## src/rtl/rbsig_pkg.sv

```systemverilog
package rbsig_pkg;
  localparam int MAX_CH_W = 8;

  typedef struct packed {
    logic                slotHit;
    logic [MAX_CH_W-1:0] chan;
    logic [1:0]          sigSel;
  } strobe_t;
endpackage

```

## src/rtl/rbsig_ctrl.sv

```systemverilog
module rbsig_ctrl
  import rbsig_pkg::*;
#(
  parameter int NUM_CH      = 24,
  parameter int BITS_PER_CH = 8,
  parameter int ROB_PERIOD  = 6,
  parameter int ESF_FRAMES  = 24,
  parameter int D4_FRAMES   = 12
) (
  input  logic    clk,
  input  logic    rst,
  input  logic    mfSync,
  input  logic    esfMode,
  output strobe_t strobe
);
  localparam int FRAME_BITS = NUM_CH * BITS_PER_CH + 1;
  localparam int POS_W      = $clog2(FRAME_BITS);
  localparam int BIT_W      = $clog2(BITS_PER_CH);
  localparam int CH_W       = $clog2(NUM_CH);
  localparam int FR_W       = $clog2(ESF_FRAMES);
  localparam int PH_W       = $clog2(ROB_PERIOD);

  logic [POS_W-1:0] posQ, posE;
  logic [BIT_W-1:0] bitQ, bitE;
  logic [CH_W-1:0]  chQ, chE;
  logic [FR_W-1:0]  frQ, frE, lastFr;
  logic [PH_W-1:0]  phQ, phE;
  logic [1:0]       idxQ, idxE;
  logic             alignQ, alignE, frameEnd;

  // A marker forces the current bit to be the framing bit of frame 1.
  always_comb begin
    if (mfSync) begin
      posE = '0; bitE = '0; chE = '0; frE = '0; phE = '0; idxE = '0;
    end else begin
      posE = posQ; bitE = bitQ; chE = chQ; frE = frQ; phE = phQ; idxE = idxQ;
    end
    alignE   = alignQ | mfSync;
    lastFr   = esfMode ? FR_W'(ESF_FRAMES - 1) : FR_W'(D4_FRAMES - 1);
    frameEnd = (posE == POS_W'(FRAME_BITS - 1));
  end

  always_ff @(posedge clk) begin
    if (rst) begin
      posQ <= '0; bitQ <= '0; chQ <= '0;
      frQ <= '0; phQ <= '0; idxQ <= '0;
      alignQ <= 1'b0;
    end else begin
      alignQ <= alignE;
      if (frameEnd) begin
        posQ <= '0;
        bitQ <= '0;
        chQ  <= '0;
        if (frE >= lastFr) begin
          frQ <= '0; phQ <= '0; idxQ <= '0;
        end else begin
          frQ <= frE + 1'b1;
          if (phE == PH_W'(ROB_PERIOD - 1)) begin
            phQ  <= '0;
            idxQ <= idxE + 1'b1;
          end else begin
            phQ <= phE + 1'b1;
          end
        end
      end else begin
        posQ <= posE + 1'b1;
        if (posE == '0) begin
          bitQ <= '0;
          chQ  <= '0;
        end else if (bitE == BIT_W'(BITS_PER_CH - 1)) begin
          bitQ <= '0;
          chQ  <= chE + 1'b1;
        end else begin
          bitQ <= bitE + 1'b1;
        end
      end
    end
  end

  always_comb begin
    strobe.slotHit = alignE && (posE != '0) &&
                     (bitE == BIT_W'(BITS_PER_CH - 1)) &&
                     (phE == PH_W'(ROB_PERIOD - 1));
    strobe.chan    = MAX_CH_W'(chE);
    strobe.sigSel  = idxE;
  end
endmodule

```

## src/rtl/rbsig_dp.sv

```systemverilog
module rbsig_dp
  import rbsig_pkg::*;
#(
  parameter int NUM_CH = 24
) (
  input  logic                clk,
  input  logic                rst,
  input  logic                serIn,
  input  logic                reinsEn,
  input  logic [NUM_CH-1:0]   chanMask,
  input  logic [4*NUM_CH-1:0] sigBits,
  input  strobe_t             strobe,
  output logic                serOut
);
  logic [NUM_CH-1:0] chHit;
  logic [3:0]        selNib;
  logic              insBit, useIns;

  for (genvar g = 0; g < NUM_CH; g++) begin : g_chan
    assign chHit[g] = (strobe.chan == MAX_CH_W'(g)) & chanMask[g];
  end

  always_comb begin
    selNib = '0;
    for (int c = 0; c < NUM_CH; c++) begin
      if (strobe.chan == MAX_CH_W'(c)) selNib = sigBits[4*c +: 4];
    end
    insBit = selNib[2'd3 - strobe.sigSel];
    useIns = strobe.slotHit & reinsEn & (|chHit);
  end

  always_ff @(posedge clk) begin
    if (rst) serOut <= 1'b0;
    else     serOut <= useIns ? insBit : serIn;
  end
endmodule

```

## src/rtl/rbsig_reinsert.sv

```systemverilog
module rbsig_reinsert
  import rbsig_pkg::*;
#(
  parameter int NUM_CH      = 24,
  parameter int BITS_PER_CH = 8,
  parameter int ROB_PERIOD  = 6,
  parameter int ESF_FRAMES  = 24,
  parameter int D4_FRAMES   = 12
) (
  input  logic                clk,
  input  logic                rst,
  input  logic                serIn,
  input  logic                mfSync,
  input  logic                esfMode,
  input  logic                reinsEn,
  input  logic [NUM_CH-1:0]   chanMask,
  input  logic [4*NUM_CH-1:0] sigBits,
  output logic                serOut
);
  strobe_t strobe;

  rbsig_ctrl #(
    .NUM_CH(NUM_CH), .BITS_PER_CH(BITS_PER_CH), .ROB_PERIOD(ROB_PERIOD),
    .ESF_FRAMES(ESF_FRAMES), .D4_FRAMES(D4_FRAMES)
  ) ctrl_i (
    .clk(clk), .rst(rst), .mfSync(mfSync), .esfMode(esfMode), .strobe(strobe)
  );

  rbsig_dp #(.NUM_CH(NUM_CH)) dp_i (
    .clk(clk), .rst(rst), .serIn(serIn), .reinsEn(reinsEn),
    .chanMask(chanMask), .sigBits(sigBits), .strobe(strobe), .serOut(serOut)
  );
endmodule

```

## config.mk

```make
export PLATFORM = sky130hd
export DESIGN_NAME = rbsig_reinsert
export DESIGN_NICKNAME = d
export VERILOG_FILES = /design/src/rtl/rbsig_pkg.sv /design/src/rtl/rbsig_ctrl.sv /design/src/rtl/rbsig_dp.sv /design/src/rtl/rbsig_reinsert.sv
export SDC_FILE = /design/constraint.sdc
export NUM_CORES = 1
export LEC_CHECK = 0
export ABC_AREA = 1
export BUFFER_PORTS_ARGS = -buffer_cell sky130_fd_sc_hd__clkbuf_2
export CAP_MARGIN = 25
export CORE_MARGIN = 5
export CORE_UTILIZATION = 25
export CTS_CLUSTER_SIZE = 20
export DETAILED_ROUTE_END_ITERATION = 8
export GPL_ROUTABILITY_DRIVEN = 1
export SYNTH_ARGS = -nofsm -noshare
export SYNTH_HDL_FRONTEND = slang
export SYNTH_HIERARCHICAL = 1
export SYNTH_SLANG_ARGS = --single-unit
```

## constraint.sdc

```tcl
create_clock -name clk -period 2.9 [get_ports clk]
set_input_delay 0.435 -clock clk [delete_from_list [all_inputs] [get_ports clk]]
set_output_delay 0.435 -clock clk [all_outputs]
set_load 0.02 [all_outputs]
```

== Word level (Yosys, flattened, before mapping) ==
Index checks and enable logic that the tools add are counted.
Operators by class
  add/sub/neg operators: 7
  magnitude comparators: 2
  eq/ne operators: 26
  mux-type cells: 39
  bitwise gates (word level): 27
  reduce and logical (&&, ||, !) cells: 12
Operators with widths (number)
  $mux 4: 24
  $eq 5x4->1 const B: 8
  $eq 5x5->1 const B: 8
  $and 1x1->1: 26
  $reduce_or 24->1: 1
  $eq 5x3->1 const B: 4
  $mux 5: 4
  $logic_not 8->1: 2
  $mux 3: 4
  $add 5x1->5 const B: 2
  $eq 5x2->1 const B: 2
  $add 8x1->8 const B: 1
  $eq 8x8->1 const B: 1
  $mux 8: 1
  $reduce_bool 8->1: 1
  $add 3x1->3 const B: 2
  $eq 3x3->1 const B: 2
  $mux 2: 3
  $eq 5x1->1 const B: 1
  $ge 5x5->1: 1
  $reduce_or 4->1: 1
  $logic_and 1x1->1: 3
  $lt 2x3->1 const B: 1
  $reduce_or 3->1: 1
  other kinds (8): 9
Word-level totals
  flip-flop bits (word level): 28
  bits of input ports: 126
  output and inout bits: 1
  logic and storage cells: 121

== Depth between registers and ports, before layout ==
Gate-level depths: netlist (run 1).
  depth after elaboration: 29
  depth in mapped cells: 26
  depth with buffers taken out: 24

== Hierarchy ==
Netlist (run 1), hierarchy kept.
By module, submodules not included
  rbsig_ctrl: instances 1, cells an instance 217, area each 1542.7 sq um
  rbsig_dp: instances 1, cells an instance 286, area each 1348.8 sq um

== Least setup slack after synthesis (run 1) ==
No wires, ideal clock.
  kind: input to register
  from: in mfSync
  to: reg dp_i.serOut
  library setup time: 0.066 ns
  data arrival time: 2.472 ns
  required time: 2.834 ns
  slack: 0.362 ns
  stages on the path: 23
  buffers on the path: 2
  cell sequence: buf_6 > clkbuf_1 > nor2_1 > nand2_1 > inv_2 > nand2_1 > nor2_4 > a21oi_1 > nand4_1 > nand2_1 > nand3_1 > nand2_1 > nand4_1 > nand2_1 > nand3_1 > nand2_1 > nand3_1 > nand2_1 > nand3_1 > nand2_1 > nand3_1 > nand2_1 > a21oi_2
RTL lines
  from (decl): line rbsig_reinsert.sv:13  | input logic mfSync,
  to (signal assigned): line rbsig_dp.sv:34  | else serOut <= useIns ? insBit : serIn;
  to (decl): line rbsig_dp.sv:13  | output logic serOut

==> results.cfg, run 1 <==
[run_status]
status = finished, final reports clean

[routing]
routed_via_density = 4.50
finalWirelength_um = 9870
final_antenna_net_count = 0
wl_per_cell_um = 12.6
num_vias = 3527
drt-pass1-iter-count = 5
drcViolationCount = 0
drt-initial-drc-count = 234

[clock_tree]
h-tree-depth = 1
clockBufferDepth = 2
cts-root-buf = clkbuf_16
clock-sinks = 28
cts_made_buffers = 3
hold_buffers = 0
path_clk_slew_ns = 0.07
cts_tree = built
ctsResizeCount = 0
clock_latency_ns = 0.26
cts_setup_buffers = 0

[synthesis]
synth.distinct_cells = 39
syn_area_sq_mm = 0.00289
synth_warnings = 6
synthCells = 503
yosysTopAreaCell = dfxtp_1
synth_area_leaders = dfxtp_1 19%, nand2_1 18%, inv_1 9.7%
avgSynthCellArea_sq_um = 5.75
synth-seq-cells = 28
synth_top_cell_area_share_pct = 19.4
ys_seq_area_share_pct = 19.4

[global_routing]
grt_pass1_wl_um = 16400
grt_antenna_before_repair = 0
grt_overflow = 0
grt_pass1_vias = 3518
grt_usage_pct = 13.9
grt_max_degree = 19

[die]
die_area_sq_mm = 0.0138
die_h_um = 118
num_rows = 39
start_util_pct = 25.4
core_sq_mm = 0.0114
fp.dieW_um = 118
ios = 127

[worst_setup_path]
cp_data_required_time_ns = 3.05
cp_cell_sequence = clkbuf_2 > buf_12 > nor2_1 > nor2_2 > nand2_4 > buf_12 > nor2_4 > nand2_1 > or2_2 > nand2_1 > nand4_1 > o21bai_1 > nand4_1 > nand2_1 > nand4_1 > nand2_1 > nand3_1 > nand2_1 > a21oi_2
worstPathArrival_ns = 2.63
max_stage_delay_ns = 0.29
cp_slowest_cell = or2_2
crit_path_end_kind = flop
critical_path_class = input port to flop
cpMostUsedCell = nand2_1
cp-start-kind = input port
path_buf_inv = 3
critical-path-top-delay-family = simple AND/OR/NAND/NOR gates
crit_path_max_fanout = 18

[layout]
nNetsFinal = 775
diodes = 0
fin_util_pct = 34.0
nFillCells = 1325
final_cells = 784
layout_commonest_cell = nand2_1
layout_common_cells = 142 x nand2_1, 126 x clkbuf_2, 75 x inv_1
drive_gt1_share_pct = 31.2
synthToLayoutAreaGrowth_pct = 33.8

[sta]
fmax_ghz = 0.404
fin_worst_skew_ns = 0.00428
finalMaxSlewViolations = 0
finalHoldViolations = 0
fin_setup_tns_ns = 0
timing.final.crit_share_pct = 85.4
min_period_ns = 2.48
setup_viol = 0
rsz0062_at_grt = false

[place]
gp_congestion = 0.950
io_buffer_count = 126
dpl.hpwl_um = 8620
dp_cells = 780

[hold_path]
hp-class = input port to flop

[job]
max_cap_violations = 0

[pwr]
leakage_nw = 1.94
power.density_mw_per_mm2 = 247
ir_drop_v = 0.000344
per-stage QoR:
step                power, mW  setup WS (ns)  hold slack [ns]  cell area, sq um
floorplan               0.458          0.362            0.429              2900
detailed placement      0.560          0.132            0.459              3760
finish                  0.956          0.422            0.451              3870
global route             1.01          0.103            0.450              3870
global placement        0.561          0.148            0.449              3760
CTS                     0.977          0.415            0.441              3870
worst paths after layout:
kind,start,to,cells past startpoint,slack (ns)
hold reg to reg,ctrl_i/frQ[4],ctrl_i/frQ[4],2,0.46
setup / recovery,mfSync,dp_i/serOut,19,0.42
setup reg to reg,ctrl_i/chQ[0],dp_i/serOut,24,0.48
hold / removal,serIn,dp_i/serOut,3,0.45
tightest hold or removal path, stage by stage:
cell,delay [ns]
clkbuf_2,0.08
o21bai_1,0.08
a21oi_2,0.09
cell usage after synthesis:
cell      number
inv_2          9
o21a_1         2
nor3_2         1
clkinv_2       1
buf_12         1
or2_1          2
inv_4          1
nor2_4         5
nand2_2        8
and2_1         1
buf_6          2
o21ai_1        7
a22o_1         3
a211oi_1       1
a221oi_1       5
nand3_1       30
or2_2          5
conb_1         1
nand4_1       17
xor2_1         6
nand2_4        3
buf_4          3
a32o_1         1
clkbuf_1       1
nand3_2        5
o21bai_1       2
a21oi_1       21
a21oi_2        2
or2_0          2
o21ai_0       15
dfxtp_1       28
nor3_1         8
ha_1           7
nor2_2        16
nor3b_1        1
nand2_1      142
inv_1         75
inv_6          1
nor2_1        62
logic make-up after synthesis:
logic type,after synthesis,share of synthesized area [%]
other cells,1,0.130
buf+inv,94,14.0
fa+ha+maj,7,3.03
simple gates,308,49.5
xor+xnor,6,1.82
flops,28,19.4
compound gates,59,12.1
state kept, by name (all words and copies together) (netlist names):
name and flops:
ctrl_i/posQ 8, ctrl_i/chQ 5, ctrl_i/frQ 5, ctrl_i/bitQ 3, ctrl_i/phQ 3, ctrl_i/idxQ 2, ctrl_i/alignQ 1, dp_i/serOut 1
power by group:
part | switching (mW) | internal [mW] | total [mW]
clock network | 0.131 | 0.275 | 0.406
registers | 0.00202 | 0.389 | 0.391
logic | 0.0773 | 0.0820 | 0.159
metal layers:
layer / share of wire (%) / wire length (um) / track usage (%) / vias up
met5: 0 / 0 / 0 / -
met4: 2.2 / 221 / 3.44 / 0
met3: 8.7 / 862 / 3.12 / 20
met2: 47 / 4680 / 24.5 / 158
met1: 42 / 4110 / 17.0 / 1482
li1: - / - / - / 1867
cell type report:
type                    instances  area [sq um]  share of cell area (%)
clock buffers                   3          75.1                    1.94
flip-flops and latches         28           561                    14.5
well taps                     143           179                    4.63
repair buffers                139           753                    19.5
inverters                      87           335                    8.67
multi-input cells             383          1930                    50.0
clock inverters                 1          30.0                   0.776
(Power assumes the default switching activity.)
==> inputs of run 2 (changes only) <==
--- a/config.mk
+++ b/config.mk
@@ -12,7 +12,7 @@
 export CORE_UTILIZATION = 25
 export CTS_CLUSTER_SIZE = 20
 export DETAILED_ROUTE_END_ITERATION = 8
-export GPL_ROUTABILITY_DRIVEN = 1
+export GPL_ROUTABILITY_DRIVEN = 0
 export SYNTH_ARGS = -nofsm -noshare
 export SYNTH_HDL_FRONTEND = slang
 export SYNTH_HIERARCHICAL = 1
==> constraint.sdc (replaced) <==
create_clock -name clk -period 2.2 [get_ports clk]
set_input_delay 0.33 -clock clk [delete_from_list [all_inputs] [get_ports clk]]
set_output_delay 0.33 -clock clk [all_outputs]
set_load 0.02 [all_outputs]
==> results.cfg, run 2 (same netlist as run 1, synthesis figures left out) <==
[clock_tree]
cts-root-buf = clkbuf_16
cts_tree = built
clock-sinks = 28
clockBufferDepth = 2
h-tree-depth = 1
cts_made_buffers = 3
clock_latency_ns = 0.26
path_clk_slew_ns = 0.07
hold_buffers = 0

[sta]
setup_viol = 1
finalHoldViolations = 0
fin_worst_skew_ns = 0.00765
fin_ws_ns = -0.150
fmax_ghz = 0.426
min_period_ns = 2.35
finalMaxSlewViolations = 0
rsz0062_at_grt = true
timing.final.crit_share_pct = 107
hold_ws_ns = 0.350

[layout]
multi_input_area_sq_mm = 0.00207
fin_area_sq_mm = 0.00450
layout_common_cells = 134 x nand2_1, 125 x clkbuf_2, 72 x buf_4
nNetsFinal = 839
synthToLayoutAreaGrowth_pct = 55.6
final_cells = 848
seqCellArea_sq_um = 566
diodes = 0
drive_gt1_share_pct = 41.7
fin_util_pct = 39.6
top_register = ctrl_i/posQ
nFillCells = 1242
layout_commonest_cell = nand2_1
largest_reg_flops = 8
top_regs = ctrl_i/posQ (8), ctrl_i/chQ (5), ctrl_i/frQ (5)

[worst_setup_path]
max_stage_delay_ns = 0.33
worstPathArrival_ns = 2.50
rrSetupSlack_ns = -0.15
cp_data_required_time_ns = 2.35
cp_slowest_cell = dfxtp_2
r2r-start = ctrl_i/chQ[1]
cp_cell_sequence = inv_2 > nor2_4 > buf_6 > buf_4 > nand2_4 > inv_2 > buf_4 > nand2_4 > or2_2 > nand2_1 > nand4_1 > o21bai_1 > nand4_1 > nand2_1 > nand4_1 > nand2_1 > nand3_1 > nand2_1 > a21oi_2
r2r_cells = 19
crit_path_end_kind = flop
cp-start-kind = flop
cpMostUsedCell = nand2_1
crit_path_max_fanout = 4
critical_path_class = flop to flop
r2r-end = dp_i/serOut

[place]
io_buffer_count = 126
dpl.hpwl_um = 8920
dp_cells = 832
placed_cell_area_sq_mm = 0.00416

[routing]
final_antenna_net_count = 0
drt-initial-drc-count = 194
routed_via_density = 4.43
wl_per_cell_um = 12.3
num_vias = 3759
finalWirelength_um = 10400
drcViolationCount = 0
drt-pass1-iter-count = 4

[global_routing]
grt_usage_pct = 14.4
grt_max_degree = 17
grt_pass1_vias = 3708
grt_pass1_wl_um = 17300
grt_antenna_before_repair = 0
grt_overflow = 0

[die]
die_h_um = 118
die_area_sq_mm = 0.0138
num_rows = 39
start_util_pct = 25.4
fp.dieW_um = 118
ios = 127
core_sq_mm = 0.0114

[hold_path]
hp-class = input port to flop
min_path_cells = 2
hold_end = ctrl_i/alignQ
holdCritStartpoint = rst

[pwr]
combPwrFrac_pct = 18.0
leakage_nw = 2.29
ir_drop_v = 0.000259
p_sw_share_pct = 22.4
clock_power_share_pct = 41.8
power.density_mw_per_mm2 = 285
p_int_mw = 0.994
power.switching_mw = 0.287
p_seq_share_pct = 40.2

[job]
max_cap_violations = 0

[run_status]
status = finished, violations left
violations = setup timing
-- run 2: cell types whose count changed in the layout (fill, tap and decap cells not counted), sizes merged --
cell,before,now
buf,13,78
clkbuf,129,128
-- run 2: worst max-delay path, delay by kind of cell, from the launching register on --
family / cells / cell delay (ns)
flops: 1 / 0.33
simple gates: 12 / 1.19
compound gates: 2 / 0.23
buf+inv: 5 / 0.49
-- run 2: per-layer routing --
| layer | global-route usage [%] | part of all wire (%) |
|---|---|---|
| met5 | 0 | 0 |
| met1 | 17.5 | 43 |
| met4 | 2.51 | 1.7 |
| met3 | 3.27 | 7.5 |
| met2 | 26.2 | 48 |
-- run 2: area by class of cell --
type	count	share of cell area, %
sequential	28	12.6
multi-input combinational	383	46.0
clock buffer	3	1.67
tap	143	3.98
clock inverter	1	0.667
inverter	87	7.51
timing repair buffer	203	27.6
-- run 2: worst max-delay path by stage --
stage,endpoint,start,depth (start not counted),slack (ns)
4_1_cts,dp_i/serOut,ctrl_i/chQ[1],22,-0.13
5_1_grt,dp_i/serOut,ctrl_i/chQ[2],22,-0.43
3_3_place_gp,dp_i/serOut,mfSync,23,-0.46
3_5_place_dp,dp_i/serOut,mfSync,23,-0.50
6_report,dp_i/serOut,ctrl_i/chQ[1],19,-0.15
2_1_floorplan,dp_i/serOut,mfSync,23,-0.02
-- run 2: power by group through the flow --
| stage | combinational [mW] | sequential (mW) | clock, mW |
|---|---|---|---|
| after floorplan | 0.0831 | 0.528 | 0 |
| after global placement | 0.220 | 0.527 | 0 |
| after detailed placement | 0.218 | 0.527 | 0 |
| after CTS | 0.230 | 0.515 | 0.546 |
| after global routing | 0.254 | 0.516 | 0.573 |
| final | 0.230 | 0.515 | 0.536 |
-- run 2: stage by stage --
| stage | setup TNS, ns | setup slack, ns | power, mW |
|---|---|---|---|
| after floorplan | -0.0187 | -0.0187 | 0.611 |
| after global placement | -0.457 | -0.457 | 0.747 |
| after detailed placement | -0.498 | -0.498 | 0.745 |
| after CTS | -0.128 | -0.128 | 1.29 |
| after global routing | -0.425 | -0.425 | 1.34 |
| final | -0.150 | -0.150 | 1.28 |
-- run 2: repair_timing --
| action | CTS | global route |
|---|---|---|
| buffers inserted | 11 | 1 |
| pin swaps | 29 | 7 |
| setup endpoints to repair | 1 | 1 |
| resized for setup | 36 | 6 |
==> inputs of run 3 (changes only) <==
==> constraint.sdc (replaced) <==
create_clock -name clk -period 3 [get_ports clk]
set_input_delay 0.45 -clock clk [delete_from_list [all_inputs] [get_ports clk]]
set_output_delay 0.45 -clock clk [all_outputs]
set_load 0.02 [all_outputs]
==> results.cfg, run 3 (same netlist as run 1, synthesis figures left out) <==
[sta]
worst_slew_pin_slew_ns = 0.497
timing.final.crit_share_pct = 85.3
finalHoldViolations = 0
fin_worst_skew_ns = 0.00284
fmax_ghz = 0.391
min_period_ns = 2.56
relSlewSlack_pct = 66.7
finalMaxSlewViolations = 0
fin_ws_ns = 0.441
setup_viol = 0
rsz0062_at_grt = false
fin_setup_tns_ns = 0

[layout]
top_regs = ctrl_i/posQ (8), ctrl_i/chQ (5), ctrl_i/frQ (5)
diodes = 0
top_register = ctrl_i/posQ
largest_reg_flops = 8
nNetsFinal = 777
nFillCells = 1264
synthToLayoutAreaGrowth_pct = 32.8
layout_commonest_cell = nand2_1
drive_gt1_share_pct = 31.4
seqCellArea_sq_um = 561
layout_common_cells = 142 x nand2_1, 126 x clkbuf_2, 75 x inv_1
multi_input_area_sq_mm = 0.00193

[clock_tree]
cts_tree = built
clock-sinks = 28
hold_buffers = 0
h-tree-depth = 1
cts-root-buf = clkbuf_16
ctsResizeCount = 0
clock_latency_ns = 0.26
path_clk_slew_ns = 0.07
cts_setup_buffers = 0
clockBufferDepth = 2
cts_made_buffers = 3

[pwr]
leakage_nw = 1.94
power.density_mw_per_mm2 = 224
ir_drop_v = 0.000323
power.switching_mw = 0.203
p_sw_share_pct = 23.6
clock_power_share_pct = 38.3
p_seq_share_pct = 44.0
p_int_mw = 0.657
combPwrFrac_pct = 17.8

[worst_setup_path]
cp-start-kind = input port
crit_path_max_fanout = 7
path_buf_inv = 3
worst-path-stages = 18
r2r_cells = 18
cp_cell_sequence = clkbuf_2 > nor2_1 > inv_1 > nor2_1 > inv_2 > nor2_4 > nand2_1 > or2_2 > nand2_1 > nand4_1 > o21bai_1 > nand4_1 > nand2_1 > nand4_1 > nand2_1 > nand3_1 > nand2_1 > a21oi_2
cp_data_required_time_ns = 3.15
rrSetupSlack_ns = 0.50
crit_path_end_kind = flop
critical-path-top-delay-family = simple AND/OR/NAND/NOR gates
cp_slowest_cell = or2_2
max_stage_delay_ns = 0.30
cpMostUsedCell = nand2_1
worstPathArrival_ns = 2.71
critical_path_class = input port to flop

[global_routing]
grt_antenna_before_repair = 0
grt_pass1_wl_um = 16200
grt_max_degree = 16
grt_overflow = 0
grt_usage_pct = 13.8
grt_pass1_vias = 3408

[routing]
drt-pass1-iter-count = 5
wl_per_cell_um = 12.8
routed_via_density = 4.52
final_antenna_net_count = 0
drt-initial-drc-count = 201
finalWirelength_um = 10100
num_vias = 3552
drcViolationCount = 0

[die]
start_util_pct = 25.4
ios = 127
core_sq_mm = 0.0114
die_area_sq_mm = 0.0138
die_h_um = 118
num_rows = 39
fp.dieW_um = 118

[job]
max_cap_violations = 0

[place]
io_buffer_count = 126
dp_slack_ns = 0.182
dpl.hpwl_um = 8810

[run_status]
status = finished, final reports clean

[hold_path]
hp-class = flop to flop
min_path_cells = 2
==> run 3: changes by cell type in the layout (fill, tap and decap cells not counted), moves of 4 or more <==
cell     previous run  this run
buf_4              72        15
dfxtp_1            24        28
dfxtp_2             4         0
nand2_2            12         8
buf_6               5         0
nor2_1             55        62
nor2_4             16         5
nand2_1           134       142
nor2_2             12        16
inv_2              14         9
nand2_4             7         3
inv_1              69        75
==> run 3: layout make-up <==
cell class / count / area share, %
Sequential cell: 28 / 14.6
Timing Repair Buffer: 141 / 19.3
Clock buffer: 4 / 2.31
Multi-Input combinational cell: 383 / 50.4
Tap cell: 143 / 4.66
Inverter: 87 / 8.73
==> run 3: routing by layer <==
layer  up-vias  global-route usage, %  wire, um
li1       1867                      -         -
met1      1517                   16.6      4350
met3        21                   3.56       810
met4         0                   3.37       225
met5         -                      0         0
met2       147                   24.5      4700
==> run 3: stage by stage <==
step	total power [mW]	area, sq um	hold slack (ns)	util [%]	cells
2_1_floorplan	0.443	2900	0.429	-	505
3_3_place_gp	0.541	3750	0.449	33.0	782
3_5_place_dp	0.539	3750	0.455	33.0	782
4_1_cts	0.877	3840	0.458	33.8	786
5_1_grt	0.902	3840	0.475	33.8	786
6_report	0.860	3840	0.464	33.8	786
==> run 3: path summary, 6_finish.rpt <==
check                 from            end
max                 mfSync    dp_i/serOut
min          ctrl_i/frQ[4]  ctrl_i/frQ[4]
max reg2reg  ctrl_i/chQ[3]    dp_i/serOut
min reg2reg  ctrl_i/frQ[4]  ctrl_i/frQ[4]
==> run 3: tightest hold or removal path, delay by kind of cell (launching register included) <==
family           cells  cell delay, ns
AND/OR/NAND/NOR      1            0.05
flip-flops           1            0.31
AO/OA/AOI/OAI        1            0.05
==> run 3: power groups by stage <==
stage | sequential, mW | clock (mW) | combinational, mW
after floorplan | 0.387 | 0 | 0.0555
after global placement | 0.387 | 0 | 0.155
after detailed placement | 0.386 | 0 | 0.153
after CTS | 0.378 | 0.346 | 0.154
after global routing | 0.378 | 0.356 | 0.169
final | 0.378 | 0.329 | 0.153
